[src/rtl/spi_m1_pkg.sv]
package spi_m1_pkg;

  // Synchronised bus pins, grouped so they share one synchroniser
  typedef struct packed {
    logic sclk;
    logic csn;
    logic mosi;
  } bus_pins_t;

  // Bit index after a falling edge: wraps to zero after the last bit
  function automatic int unsigned bit_next(input int unsigned cur, input int unsigned width);
    return (cur == width - 1) ? 0 : cur + 1;
  endfunction

  // True when the falling edge at index cur closes a word
  function automatic bit is_last_bit(input int unsigned cur, input int unsigned width);
    return cur == width - 1;
  endfunction

  // Saturating increment for the per-frame word counter
  function automatic int unsigned count_next(input int unsigned cur, input int unsigned maxv);
    return (cur >= maxv) ? maxv : cur + 1;
  endfunction

endpackage

[src/rtl/spi_m1_sync.sv]
module spi_m1_sync #(
  parameter int N = 3,
  parameter logic [N-1:0] RST_VAL = '0
) (
  input  logic         clk,
  input  logic         rst_n,
  input  logic [N-1:0] d,
  output logic [N-1:0] q
);

  for (genvar i = 0; i < N; i++) begin : g_bit
    logic [1:0] stage;
    always_ff @(posedge clk or negedge rst_n) begin
      if (!rst_n) stage <= {2{RST_VAL[i]}};
      else        stage <= {stage[0], d[i]};
    end
    assign q[i] = stage[1];
  end

endmodule

[src/rtl/spi_m1_edge.sv]
module spi_m1_edge (
  input  logic clk,
  input  logic rst_n,
  input  logic sclk_s,
  input  logic csn_s,
  output logic sel,
  output logic cs_fall,
  output logic rise_evt,
  output logic fall_evt
);

  logic sclk_d;
  logic csn_d;

  always_ff @(posedge clk or negedge rst_n) begin
    if (!rst_n) begin
      sclk_d <= 1'b0;
      csn_d  <= 1'b1;
    end else begin
      sclk_d <= sclk_s;
      csn_d  <= csn_s;
    end
  end

  assign sel      = ~csn_s;
  assign cs_fall  = csn_d & ~csn_s;
  assign rise_evt = sel &  sclk_s & ~sclk_d;
  assign fall_evt = sel & ~sclk_s &  sclk_d;

endmodule

[src/rtl/spi_m1_shift.sv]
module spi_m1_shift #(
  parameter int W     = 24,
  parameter int CNT_W = 8
) (
  input  logic             clk,
  input  logic             rst_n,
  input  logic             sel,
  input  logic             cs_fall,
  input  logic             rise_evt,
  input  logic             fall_evt,
  input  logic             mosi_s,
  input  logic [W-1:0]     tx_word,
  output logic             miso_out,
  output logic             miso_oe,
  output logic             rx_valid,
  output logic [W-1:0]     rx_word,
  output logic [CNT_W-1:0] word_count,
  output logic             word_done,
  output logic             load_evt
);
  import spi_m1_pkg::*;

  localparam int BW = (W > 2) ? $clog2(W) : 1;
  localparam int unsigned CNT_MAX = (2 ** CNT_W) - 1;

  logic [BW-1:0] bit_cnt;
  logic [W-1:0]  rx_sh;
  logic [W-1:0]  tx_sh;
  logic          oe_q;
  logic [W-1:0]  rx_next;

  assign rx_next   = {rx_sh[W-2:0], mosi_s};
  assign word_done = fall_evt && is_last_bit(int'(bit_cnt), W);
  assign load_evt  = cs_fall | word_done;

  // Receive side and bit counter
  always_ff @(posedge clk or negedge rst_n) begin
    if (!rst_n) begin
      bit_cnt    <= '0;
      rx_sh      <= '0;
      rx_valid   <= 1'b0;
      word_count <= '0;
    end else if (!sel) begin
      bit_cnt    <= '0;
      rx_sh      <= '0;
      rx_valid   <= 1'b0;
      word_count <= '0;
    end else begin
      rx_valid <= word_done;
      if (fall_evt) begin
        rx_sh   <= rx_next;
        bit_cnt <= BW'(bit_next(int'(bit_cnt), W));
      end
      if (word_done)
        word_count <= CNT_W'(count_next(int'(word_count), CNT_MAX));
    end
  end

  // Received word is held across frames until the next completed word
  always_ff @(posedge clk or negedge rst_n) begin
    if (!rst_n)         rx_word <= '0;
    else if (word_done) rx_word <= rx_next;
  end

  // Transmit side: load at frame start and word end, shift on later rising edges
  always_ff @(posedge clk or negedge rst_n) begin
    if (!rst_n) begin
      tx_sh <= '0;
      oe_q  <= 1'b0;
    end else if (!sel) begin
      tx_sh <= '0;
      oe_q  <= 1'b0;
    end else begin
      if (cs_fall) oe_q <= 1'b1;
      if (load_evt)
        tx_sh <= tx_word;
      else if (rise_evt && bit_cnt != '0)
        tx_sh <= {tx_sh[W-2:0], 1'b0};
    end
  end

  assign miso_oe  = oe_q;
  assign miso_out = oe_q & tx_sh[W-1];

endmodule

[src/rtl/spi_m1_target.sv]
module spi_m1_target #(
  parameter int W     = 24,
  parameter int CNT_W = 8
) (
  input  logic             clk,
  input  logic             rst_n,
  input  logic             sclk_in,
  input  logic             csn_in,
  input  logic             mosi_in,
  output logic             miso_out,
  output logic             miso_oe,
  input  logic [W-1:0]     tx_word,
  output logic             rx_valid,
  output logic [W-1:0]     rx_word,
  output logic [CNT_W-1:0] word_count
);
  import spi_m1_pkg::*;

  bus_pins_t pins_raw;
  bus_pins_t pins_s;

  // Named internal events, brought out for the checker
  logic sel;
  logic cs_fall;
  logic rise_evt;
  logic fall_evt;
  logic word_done;
  logic load_evt;

  assign pins_raw = '{sclk: sclk_in, csn: csn_in, mosi: mosi_in};

  spi_m1_sync #(
    .N       ($bits(bus_pins_t)),
    .RST_VAL (3'b010)
  ) u_sync (
    .clk   (clk),
    .rst_n (rst_n),
    .d     (pins_raw),
    .q     (pins_s)
  );

  spi_m1_edge u_edge (
    .clk      (clk),
    .rst_n    (rst_n),
    .sclk_s   (pins_s.sclk),
    .csn_s    (pins_s.csn),
    .sel      (sel),
    .cs_fall  (cs_fall),
    .rise_evt (rise_evt),
    .fall_evt (fall_evt)
  );

  spi_m1_shift #(
    .W     (W),
    .CNT_W (CNT_W)
  ) u_shift (
    .clk        (clk),
    .rst_n      (rst_n),
    .sel        (sel),
    .cs_fall    (cs_fall),
    .rise_evt   (rise_evt),
    .fall_evt   (fall_evt),
    .mosi_s     (pins_s.mosi),
    .tx_word    (tx_word),
    .miso_out   (miso_out),
    .miso_oe    (miso_oe),
    .rx_valid   (rx_valid),
    .rx_word    (rx_word),
    .word_count (word_count),
    .word_done  (word_done),
    .load_evt   (load_evt)
  );

endmodule

[config.mk]
export PLATFORM = sky130hd
export DESIGN_NAME = spi_m1_target
export DESIGN_NICKNAME = d
export VERILOG_FILES = /design/src/rtl/spi_m1_pkg.sv /design/src/rtl/spi_m1_sync.sv /design/src/rtl/spi_m1_edge.sv /design/src/rtl/spi_m1_shift.sv /design/src/rtl/spi_m1_target.sv
export SDC_FILE = /design/constraint.sdc
export NUM_CORES = 1
export LEC_CHECK = 0
export CAP_MARGIN = 20
export CORE_UTILIZATION = 45
export DETAILED_ROUTE_END_ITERATION = 10
export DONT_BUFFER_PORTS = 1
export GPL_ROUTABILITY_DRIVEN = 0
export PLACE_DENSITY_LB_ADDON = 0.1
export SLEW_MARGIN = 25
export SYNTH_ARGS = -nofsm -noshare
export SYNTH_HDL_FRONTEND = slang
export SYNTH_SLANG_ARGS = --single-unit
[constraint.sdc]
create_clock -name clk -period 3.5 [get_ports clk]
set_input_delay 0.35 -clock clk [delete_from_list [all_inputs] [get_ports clk]]
set_output_delay 0.35 -clock clk [all_outputs]
set_load 0.02 [all_outputs]
==> metrics.txt <==
Post-Route WL 7730 µm; I/O Buffers 0; Max clock buf depth 2; worst vdd ir 0.213 mV; synthesized area 4020 µm²; row cnt 34; CTS resizes 0; Setup Skew 0.0113 ns; via count 2,652; first-pass iteration count of the detailed router 4; RSZ-0062 raised after global routing false; WHS 0.146 ns; Clock power frac 34.5%; Pwr Density 440 nW/µm²; I/O Pins 64; clock root buffer clkbuf_8; Total Die Area 9320 µm²; max_slew headroom 45.1%; clk_lat worst skew 0.36 ns; Yosys top cell by area dfrtp_1; ys async rst share 100%; Synth Area per Inst 10.6 µm²; htree depth 3; vias in the first global route 2,610; ant diodes 0; core area 8680 µm²; Leak 0.00185 µW; Slew @ Worst Pin 0.824 ns; CTS tree yes; initial antenna violation count 0; fmax 446 MHz; most common cell after layout, fill and taps aside nand2_1; area of the multi-input gates 1520 µm²; Hold Fails Final Rpt 0; Initial Util 46.4%; clock sink count 94; vias per cell 5.43; crit path kind reg -> reg; synth-to-layout area growth 6.69%; #FFs+latches synth 94; share of total power in combinational logic 5.3%; commonest cells after routing, fill and taps aside nand2_1, dfrtp_1, nor2_1; post-CTS setup buffers 0; sw frac 25.4%; DRC violations left 0; Syn. warnings 0; period utilization 64.0%; GRT Util Overall 17.7%; Clock transition at path regs 0.09 ns; first-pass GRT wire length 12,600 µm; final setup violation count 0; GR Overflow Total 0; MaxCap Viol Count 0; cell-internal power 1410 µW; Crit Path Max Fanout 25; Sw Pwr 480 µW; die width 96.6 µm; Total Neg Setup Slack 0 ns; DIE HEIGHT 96.6 µm; fillers 822; CTS Buf Count 9; sequential power share 60.1%; Critical Path RT 3.74 ns; CP Capture Type flop; Synth Flop Type dfrtp_1; register area 2360 µm²; drt wl/cell 15.8 µm; fin crit period 2.24 ns; sequential share of the synthesized area 58.6%; Post-synth EDFFs 0; Post-Syn Instances 381; Critical Path AT 2.48 ns; share of layout cells above drive strength 1 14.7%; Mapped Nets 413; DR iter-0 viols 131; Netlist cell types 39; hold-fix buffers at CTS 5; largest net degree at the start of global routing 95; antenna-violating nets left 0; Final nets 407; Area contributors post-synth dfrtp_1, nand2_1, mux2_2; Hold WC Path Type in -> reg; share of the synthesized area in the top cell type 56.6%; Setup crit start kind flop; outcome complete, no violations; placed wire-length estimate 4680 µm; Max Slew Vio Count 0
==> power by group through the flow <==
stage | combinational (µW) | sequential, µW | clock [µW]
after global routing | 117 | 1140 | 725
final | 101 | 1140 | 653
after global placement | 73.0 | 1160 | 0
after floorplan | 69.7 | 1150 | 0
after detailed placement | 74.9 | 1160 | 0
after CTS | 105 | 1140 | 680
==> per-layer routing <==
metal	track usage [%]	share of wire [%]
met3	4.23	5.5
met5	0	0
met2	26.9	46
met1	24.1	47
met4	7.84	1.8
==> worst max-delay path, cell delays in order (launching register included) <==
cell	delay, ns
dfrtp_1	0.41
ha_1	0.30
nand4b_1	0.30
or2_4	0.35
nor2_8	0.37
mux2_2	0.39
==> worst paths after layout <==
kind	from	to	slack [ns]	cells after the start
setup / recovery	u_shift.bit_cnt[0]	u_shift.rx_word[15]	1.26	5
hold / removal	tx_word[0]	u_shift.tx_sh[0]	0.15	2
setup reg to reg	u_shift.bit_cnt[0]	u_shift.rx_word[15]	1.26	5
hold reg to reg	u_sync.g_bit[0].stage[0]	u_sync.g_bit[0].stage[1]	0.36	0
max in group asynchronous	rst_n	u_sync.g_bit[1].stage[0]	2.53	2
min in group asynchronous	rst_n	u_shift.tx_sh[16]	0.56	2
==> cell families after synthesis <==
logic type	count (synthesis)	synth area share, %
AOI/OAI and AO/OA	64	11.0
xor gates and xnor gates	1	0.218
adders and majority gates	3	0.933
buffers and inverters	31	4.38
DFF	94	58.6
muxes	26	7.21
and+or+nand+nor	162	17.7
==> synthesized netlist by cell type, types with 2 or more instances <==
cell type	count
nand4_1	3
nor3_1	2
inv_1	6
mux2i_1	2
clkbuf_1	14
buf_6	6
nand2_1	99
a311oi_2	2
buf_2	4
nand3_1	6
nor2_1	35
o21ai_0	2
a31oi_1	2
a211oi_1	3
a311oi_1	23
nand2b_1	2
mux2_2	24
dfrtp_1	91
ha_1	3
dfstp_2	3
a21oi_1	30
nor4_1	2
==> state kept, by name, summed over array words and instances (netlist names), 5 cells and up <==
name / flops
u_shift.rx_sh: 23
u_shift.word_count: 8
u_shift.bit_cnt: 5
u_shift.tx_sh: 24
u_sync.g_bit.stage: 6
u_shift.rx_word: 24
==> area by class of cell <==
class | instances | area share (%)
Clock buffer | 10 | 2.97
Clock inverter | 6 | 1.08
Inverter | 6 | 0.525
Multi-Input combinational cell | 256 | 35.3
Sequential cell | 94 | 54.9
Tap cell | 108 | 3.15
Timing Repair Buffer | 8 | 2.10
==> stage by stage <==
step | std cells | util, % | power (µW) | setup WS, ns | instance area [µm²]
after floorplan | 381 | - | 1220 | 1.61 | 4020
after global placement | 467 | 46.7 | 1230 | 1.33 | 4050
after detailed placement | 467 | 46.7 | 1230 | 1.27 | 4050
after CTS | 488 | 49.4 | 1920 | 1.26 | 4290
after global routing | 488 | 49.5 | 1980 | 1.12 | 4290
final | 488 | 49.5 | 1890 | 1.26 | 4290
Power figures use the tool's default switching activity.
